File: src/rtl/flash_cmd_pkg.sv
package flash_cmd_pkg;
  typedef enum logic [2:0] {
    ST_READ, ST_UL1, ST_UL2, ST_PROG, ST_AUTO, ST_BYP, ST_BYP_PROG, ST_BYP_EXIT
  } seq_state_t;

  localparam logic [7:0] CMD_UL1    = 8'hAA;
  localparam logic [7:0] CMD_UL2    = 8'h55;
  localparam logic [7:0] CMD_PROG   = 8'hA0;
  localparam logic [7:0] CMD_AUTO   = 8'h90;
  localparam logic [7:0] CMD_BYPASS = 8'h20;
  localparam logic [7:0] CMD_RESET  = 8'hF0;
  localparam logic [7:0] CMD_EXIT2  = 8'h00;
  localparam logic [10:0] UL_ADDR1  = 11'h555;
  localparam logic [10:0] UL_ADDR2  = 11'h2AA;

  function automatic logic in_bypass(input seq_state_t s);
    return (s == ST_BYP) || (s == ST_BYP_PROG) || (s == ST_BYP_EXIT);
  endfunction
endpackage

File: src/rtl/fcd_bus_strobe.sv
module fcd_bus_strobe (
  input  logic clk,
  input  logic rst_n,
  input  logic ce_n,
  input  logic we_n,
  input  logic oe_n,
  output logic wr
);
  logic wr_lvl;
  logic wr_q;

  assign wr_lvl = !ce_n && !we_n && oe_n;
  assign wr     = wr_lvl && !wr_q;

  always_ff @(posedge clk or negedge rst_n) begin
    if (!rst_n) wr_q <= 1'b0;
    else        wr_q <= wr_lvl;
  end

  // one strobe per low phase of the write condition
  p_strobe_once_r1: assert property (@(posedge clk) disable iff (!rst_n)
    wr |=> !wr);
endmodule

File: src/rtl/fcd_seq_fsm.sv
module fcd_seq_fsm
  import flash_cmd_pkg::*;
#(
  parameter int ADDR_W = 12,
  parameter int DATA_W = 16
) (
  input  logic              clk,
  input  logic              rst_n,
  input  logic              wr,
  input  logic [ADDR_W-1:0] addr,
  input  logic [DATA_W-1:0] din,
  input  logic              accel,
  input  logic              busy,
  output logic              prog_req,
  output logic [ADDR_W-1:0] prog_addr,
  output logic [DATA_W-1:0] prog_data,
  output logic              id_mode
);
  seq_state_t state, nxt;
  logic       accel_q;
  logic [7:0] cmd;
  logic       at_a1, at_a2, fire;

  assign cmd   = din[7:0];
  assign at_a1 = (addr[10:0] == UL_ADDR1);
  assign at_a2 = (addr[10:0] == UL_ADDR2);
  assign fire  = wr && !busy && ((state == ST_PROG) || (state == ST_BYP_PROG));

  always_comb begin
    nxt = state;
    if (wr) begin
      unique case (state)
        ST_READ:     if (at_a1 && cmd == CMD_UL1) nxt = ST_UL1;
        ST_UL1:      nxt = (at_a2 && cmd == CMD_UL2) ? ST_UL2 : ST_READ;
        ST_UL2: begin
          if (at_a1 && cmd == CMD_PROG)        nxt = ST_PROG;
          else if (at_a1 && cmd == CMD_AUTO)   nxt = ST_AUTO;
          else if (at_a1 && cmd == CMD_BYPASS) nxt = ST_BYP;
          else                                 nxt = ST_READ;
        end
        ST_PROG:     nxt = ST_READ;
        ST_AUTO:     if (cmd == CMD_RESET) nxt = ST_READ;
        ST_BYP: begin
          if (cmd == CMD_PROG)      nxt = ST_BYP_PROG;
          else if (cmd == CMD_AUTO) nxt = ST_BYP_EXIT;
        end
        ST_BYP_PROG: nxt = ST_BYP;
        ST_BYP_EXIT: nxt = (cmd == CMD_EXIT2) ? ST_READ : ST_BYP;
        default:     nxt = ST_READ;
      endcase
    end
    if (accel && !in_bypass(nxt))                      nxt = ST_BYP;
    else if (!accel && accel_q && in_bypass(nxt))      nxt = ST_READ;
  end

  always_ff @(posedge clk or negedge rst_n) begin
    if (!rst_n) begin
      state    <= ST_READ;
      accel_q  <= 1'b0;
      prog_req <= 1'b0;
    end else begin
      state    <= nxt;
      accel_q  <= accel;
      prog_req <= fire;
    end
  end

  always_ff @(posedge clk or negedge rst_n) begin
    if (!rst_n) begin
      prog_addr <= '0;
      prog_data <= '0;
    end else if (fire) begin
      prog_addr <= addr;
      prog_data <= din;
    end
  end

  assign id_mode = (state == ST_AUTO);

  p_req_single_r10: assert property (@(posedge clk) disable iff (!rst_n)
    prog_req |=> !prog_req);
  p_req_not_busy_r9: assert property (@(posedge clk) disable iff (!rst_n)
    prog_req |-> !$past(busy));
  p_accel_bypass_r8: assert property (@(posedge clk) disable iff (!rst_n)
    (accel && $past(accel) && $past(rst_n)) |-> in_bypass(state));
endmodule

File: src/rtl/fcd_id_mux.sv
module fcd_id_mux #(
  parameter int          DATA_W = 16,
  parameter logic [7:0]  MFR_ID = 8'h01,
  parameter logic [7:0]  DEV_ID = 8'h7E
) (
  input  logic              id_mode,
  input  logic [1:0]        word_sel,
  input  logic [DATA_W-1:0] array_rdata,
  output logic [DATA_W-1:0] dout
);
  logic [7:0] id_byte;

  always_comb begin
    unique case (word_sel)
      2'd0:    id_byte = MFR_ID;
      2'd1:    id_byte = DEV_ID;
      default: id_byte = 8'h00;
    endcase
  end

  assign dout = id_mode ? {{(DATA_W-8){1'b0}}, id_byte} : array_rdata;
endmodule

File: src/rtl/flash_cmd_decoder.sv
module flash_cmd_decoder #(
  parameter int         ADDR_W = 12,
  parameter int         DATA_W = 16,
  parameter logic [7:0] MFR_ID = 8'h01,
  parameter logic [7:0] DEV_ID = 8'h7E
) (
  input  logic              clk,
  input  logic              rst_n,
  input  logic              ce_n,
  input  logic              we_n,
  input  logic              oe_n,
  input  logic [ADDR_W-1:0] addr,
  input  logic [DATA_W-1:0] din,
  input  logic              accel,
  input  logic              busy,
  input  logic [DATA_W-1:0] array_rdata,
  output logic              prog_req,
  output logic [ADDR_W-1:0] prog_addr,
  output logic [DATA_W-1:0] prog_data,
  output logic              read_sel_id,
  output logic [DATA_W-1:0] dout
);
  logic [1:0] rst_sync;
  logic       rst_n_s;
  logic       wr;

  // asynchronous assert, synchronous release
  always_ff @(posedge clk or negedge rst_n) begin
    if (!rst_n) rst_sync <= 2'b00;
    else        rst_sync <= {rst_sync[0], 1'b1};
  end
  assign rst_n_s = rst_sync[1];

  fcd_bus_strobe u_strobe (
    .clk(clk), .rst_n(rst_n_s), .ce_n(ce_n), .we_n(we_n), .oe_n(oe_n), .wr(wr)
  );

  fcd_seq_fsm #(.ADDR_W(ADDR_W), .DATA_W(DATA_W)) u_fsm (
    .clk(clk), .rst_n(rst_n_s), .wr(wr), .addr(addr), .din(din),
    .accel(accel), .busy(busy), .prog_req(prog_req), .prog_addr(prog_addr),
    .prog_data(prog_data), .id_mode(read_sel_id)
  );

  fcd_id_mux #(.DATA_W(DATA_W), .MFR_ID(MFR_ID), .DEV_ID(DEV_ID)) u_id (
    .id_mode(read_sel_id), .word_sel(addr[1:0]),
    .array_rdata(array_rdata), .dout(dout)
  );

  p_id_upper_zero_r6: assert property (@(posedge clk) disable iff (!rst_n_s)
    read_sel_id |-> (dout[DATA_W-1:8] == '0));
  p_req_needs_write_r2: assert property (@(posedge clk) disable iff (!rst_n_s)
    prog_req |-> $past(!ce_n && !we_n && oe_n));
endmodule

File: config.mk
export PLATFORM = sky130hd
export DESIGN_NAME = flash_cmd_decoder
export DESIGN_NICKNAME = d
export VERILOG_FILES = /design/src/rtl/flash_cmd_pkg.sv /design/src/rtl/fcd_bus_strobe.sv /design/src/rtl/fcd_seq_fsm.sv /design/src/rtl/fcd_id_mux.sv /design/src/rtl/flash_cmd_decoder.sv
export SDC_FILE = /design/constraint.sdc
export NUM_CORES = 1
export LEC_CHECK = 0
export BUFFER_PORTS_ARGS = -buffer_cell sky130_fd_sc_hd__buf_4
export CAP_MARGIN = 0
export CORE_ASPECT_RATIO = 0.6
export CORE_MARGIN = 5
export CORE_UTILIZATION = 45
export DETAILED_ROUTE_END_ITERATION = 6
export PLACE_DENSITY = 0.8
export SLEW_MARGIN = 20
export SYNTH_ARGS = -nofsm -noshare
export SYNTH_HDL_FRONTEND = slang
export SYNTH_SLANG_ARGS = --single-unit
export TNS_END_PERCENT = 50
File: constraint.sdc
create_clock -name clk -period 2.15 [get_ports clk]
set_input_delay 0.215 -clock clk [delete_from_list [all_inputs] [get_ports clk]]
set_output_delay 0.215 -clock clk [all_outputs]
set_load 0.005 [all_outputs]
# == Word level (Yosys, flattened, before mapping) ==
# Index checks and enable logic that the tools add are counted.
# totals
register_bits,36
input_bits,51
# op_classes
n_mux,15
n_reduce_logical,25
n_eq_ne,19
# op_table
op,n
$mux W3,11
$eq A8 B8 Y1 const B,4
$pmux W3 S8,1
$eq A3 B3 Y1 const B,7
$mux W16,1
$pmux W7 S2,1
$logic_and A1 B1 Y1,13
$eq A11 B10 Y1 const B,1
$eq A11 B11 Y1 const B,1
$eq A8 B6 Y1 const B,1
$eq A8 B7 Y1 const B,1
$logic_not A8 Y1,1
$eq A3 B2 Y1 const B,2
$logic_not A1 Y1,6
$eq A3 B1 Y1 const B,1
$logic_not A3 Y1,1
$logic_or A1 B1 Y1,3
$eq A2 B1 Y1 const B,1
$logic_not A2 Y1,1
$mux W2,1

# == Longest topological paths before layout ==
# depth
ltp_word,13
ltp_mapped,8
depth_no_buf,6

# == By module ==
# From an unflattened synthesis, not the netlist that was laid out.
# hier_totals
hier_cells,160
area_unflattened_um2,1874.3
# by_module_without_submodules
mod,cells_each,area_each_um2,n_inst
fcd_seq_fsm,129,1630.3,1
fcd_id_mux,25,142.6,1
flash_cmd_decoder,3,53.8,1
fcd_bus_strobe,3,47.5,1

# == Worst setup path before layout ==
# Ideal clock, no wire load.
# synth_timing
path_type,register to register
start,register u_fsm.state[0]
end,register u_fsm.state[1]
path_buffers,1
synth_period_minus_slack_ns,1.903
setup_ns,0.120
required_time_ns,2.030
slack_ns,0.247
t_arrival_ns,1.782
stages_incl_launch_ff,7
path_cell_list,dfrtp_1 buf_6 or3b_1 or4_4 o21ai_2 a22oi_2 o211a_1
# synth_between
elab_chain_cells,10
# synth_lines
item,line,rtl
start: declaration,fcd_seq_fsm.sv:19,"seq_state_t state, nxt;"
start signal: assignment,fcd_seq_fsm.sv:62,state <= nxt;
$mux W3,fcd_seq_fsm.sv:45,else if (cmd == CMD_AUTO) nxt = ST_BYP_EXIT;
$mux W3,fcd_seq_fsm.sv:44,if (cmd == CMD_PROG) nxt = ST_BYP_PROG;
$pmux W3 S8,fcd_seq_fsm.sv:32,unique case (state)
$mux W3 *,fcd_seq_fsm.sv:31,if (wr) begin
$eq A3 B3 Y1,flash_cmd_pkg.sv:17,return (s == ST_BYP) || (s == ST_BYP_PROG) || (s == ST_BYP_EXIT);
$logic_or A1 B1 Y1 (2 in a row),flash_cmd_pkg.sv:17,
$logic_and A1 B1 Y1 / $logic_not A1 Y1 (equally long branches),"fcd_seq_fsm.sv:53, fcd_seq_fsm.sv:52",
$mux W3 / $logic_and A1 B1 Y1 (equally long branches),"fcd_seq_fsm.sv:53, fcd_seq_fsm.sv:52",
$mux W3 *,fcd_seq_fsm.sv:52,if (accel && !in_bypass(nxt)) nxt = ST_BYP;
net u_fsm.nxt[1],fcd_seq_fsm.sv:19,
# Mark *: on every way through the listed nets, which the timed path passes. The rest lies on a longest branch.
# A chain may end at the register's enable or synchronous reset.

# == Worst setup path in the final report ==
# layout_timing
start,register u_fsm.state[2]
end,register u_fsm.state[2]
# Same word-level chain as after synthesis.

==> metrics <==
Setup crit end kind=register; max frequency=488 MHz; Final Hold Fails=0; sequential area share after synthesis=48.5%; RSZ-0062 raised after global routing=false; Tmin final=2.05 ns; pwr/cell area=595 mW/mm^2; Core Util, Final=68.7%; final count of pins violating max slew=0; Final ANT Viol Nets=0; Placed Cells incl. Taps=363; worst setup path class=reg -> reg; ratio of cells with drive above 1 in the final layout=37.3%; DR iter-0 viols=162; CTS tree=yes; RePlAce Congestion=0.910; Hold/Removal Path Class=in -> reg; placed wire-length estimate=4170 um; total global-route track usage=18.9%; max-cap violation count=0; Synth top area share=48.5%; Die Span Y=59.8 um; WP data arrival=2.21 ns; Remaining DRCs=0; CTS Root Cell=clkbuf_8; synth warn=0; first-pass GRT wire length=8270 um; largest net degree at the start of global routing=29; clock sink total=36; period utilisation layout=95.2%; clock skew=0.00394 ns; Syn-to-layout area delta=50.1%; antenna cells=0; Post-synth EDFFs=0; slew margin rel.=52.3%; register bit count reported by yosys=36; maximum VDD drop=0.589 mV; H-tree lvl count=2; Std-Cell Rows=18; clock-pin slew on the worst setup and hold paths=0.07 ns; nets@finish=374; GRT Residual Overflow=0; die area=0.00555 sq mm; # setup viols final=0; total wire length=5240 um; vias per cell=5.10; Post-Syn Area per Cell=8.36 sq um; run status=completed; CTS Buffer Depth=2; Initial Util=45.8%; cell taking the most area after synthesis=dfrtp_1; top post-synthesis cells by area=dfrtp_1 (49%), nand2_1 (20%), and2_1 (3.0%), nand4_1 (1.7%), clkbuf_1 (1.6%); # IOs=97; syn_nets=273; post-synth cell types=46; total CTS buffers=5; die width=92.9 um; critical-path maximum fanout=6; Vias=1906; Main synth FF type=dfrtp_1; Tot Pwr=1.66 mW; CP Data Required Time=2.31 ns; wire length per cell=14.0 um; antenna violations before repair=0; Async SR Flop Fraction=100%; Pre-Repair DR Iteration Count=4; non-filler cells in the finished layout=374; Mapped Cells=222; port bufs=96; Worst-Skew Late Latency=0.28 ns; synthesized cell area=0.00186 sq mm; CP startpoint kind=register; core area=0.00405 sq mm; vias in the first global route=1722; Setup TNS=0 ns; Leak=1.55 nW; worst-margin pin slew=0.716 ns
-- kinds of logic (layout without fill, tap and decap cells) --
logic type	count (synthesis)	count (layout)	synth area share, %
compound gates	19	19	7.88
xor+xnor	2	2	0.944
buf+inv	15	117	3.77
flops	36	36	48.5
other cells	1	1	0.202
simple gates	149	149	38.7
-- cell type report --
cell class | count | area (sq um)
Fill cell | 352 | 1270
Sequential cell | 36 | 902
Multi-Input combinational cell | 171 | 888
Timing Repair Buffer | 106 | 811
Clock buffer | 5 | 68.8
Tap cell | 50 | 62.6
Clock inverter | 3 | 42.5
Inverter | 3 | 11.3
-- sequential cells by signal, summed over array words and instances, names as in the netlist --
signal / count
rst_sync: 2
u_fsm.accel_q: 1
u_fsm.prog_addr: 12
u_fsm.prog_data: 16
u_fsm.prog_req: 1
u_fsm.state: 3
u_strobe.wr_q: 1
-- metrics by stage --
stage	setup WS, ns	cell area [sq um]	hold WS, ns
6_report	0.102	2790	0.0611
5_1_grt	0.00419	2790	0.0571
4_1_cts	0.0651	2770	0.0535
3_3_place_gp	0.195	2650	-0.000562
3_5_place_dp	0.133	2650	-0.0000967
2_1_floorplan	0.247	1860	-0.0806
-- cell usage after synthesis (2+ instances only) --
cell	n
a21oi_1	3
and2_1	9
and3b_1	2
buf_2	2
clkbuf_1	8
dfrtp_1	36
inv_1	3
nand2_1	101
nand3b_1	2
nand4_1	5
nand4bb_1	2
nor2_1	4
nor3_1	5
nor3b_1	3
nor4bb_1	2
o211ai_1	2
o21a_1	2
o22ai_1	2
or2_2	2
-- worst max-delay path, cell delays in order, from the launching register on --
cell	delay, ns
dfrtp_1	0.45
or3b_1	0.43
or4_4	0.50
o22ai_1	0.17
a21bo_2	0.19
o21a_1	0.12
o21ai_1	0.06
-- timing repair --
action,in CTS,in global routing
endpoints found under the setup margin,6,8
pin swaps,0,3
hold buffers,1,0
endpoints found under the hold margin,2,0
gates resized for setup,1,1
buffers inserted,0,2
-- report_power, final --
group          internal (mW)  switching [mW]
clock network          0.343           0.242
registers              0.688          0.0152
logic                  0.208           0.162
-- cell usage in the layout, fill, tap and decap left out, types with 3 or more instances in the layout --
| cell type | instances |
|---|---|
| a21oi_1 | 3 |
| and2_1 | 9 |
| buf_4 | 104 |
| clkbuf_8 | 5 |
| dfrtp_1 | 35 |
| inv_1 | 3 |
| nand2_1 | 101 |
| nand4_1 | 5 |
| nor2_1 | 4 |
| nor3_1 | 5 |
| nor3b_1 | 3 |
-- path summary, 6_finish.rpt --
check                               start            endpoint  slack, ns  cells past startpoint
setup / recovery           u_fsm.state[2]      u_fsm.state[2]       0.10                      6
hold / removal                      accel       u_fsm.accel_q       0.06                      1
setup reg to reg           u_fsm.state[2]      u_fsm.state[2]       0.10                      6
hold reg to reg               rst_sync[1]       u_strobe.wr_q       0.30                      0
max in group asynchronous     rst_sync[1]  u_fsm.prog_addr[4]       1.24                      1
min in group asynchronous           rst_n         rst_sync[1]       0.23                      2
-- layer usage --
layer / track usage (%) / vias to the layer above / part of all wire, %
li1: - / 936 / -
met1: 27.7 / 880 / 47
met2: 27.5 / 87 / 42
met3: 6.54 / 3 / 11
met4: 3.13 / 0 / 0.34
met5: 0 / - / 0
Power figures use the tool's default switching activity.
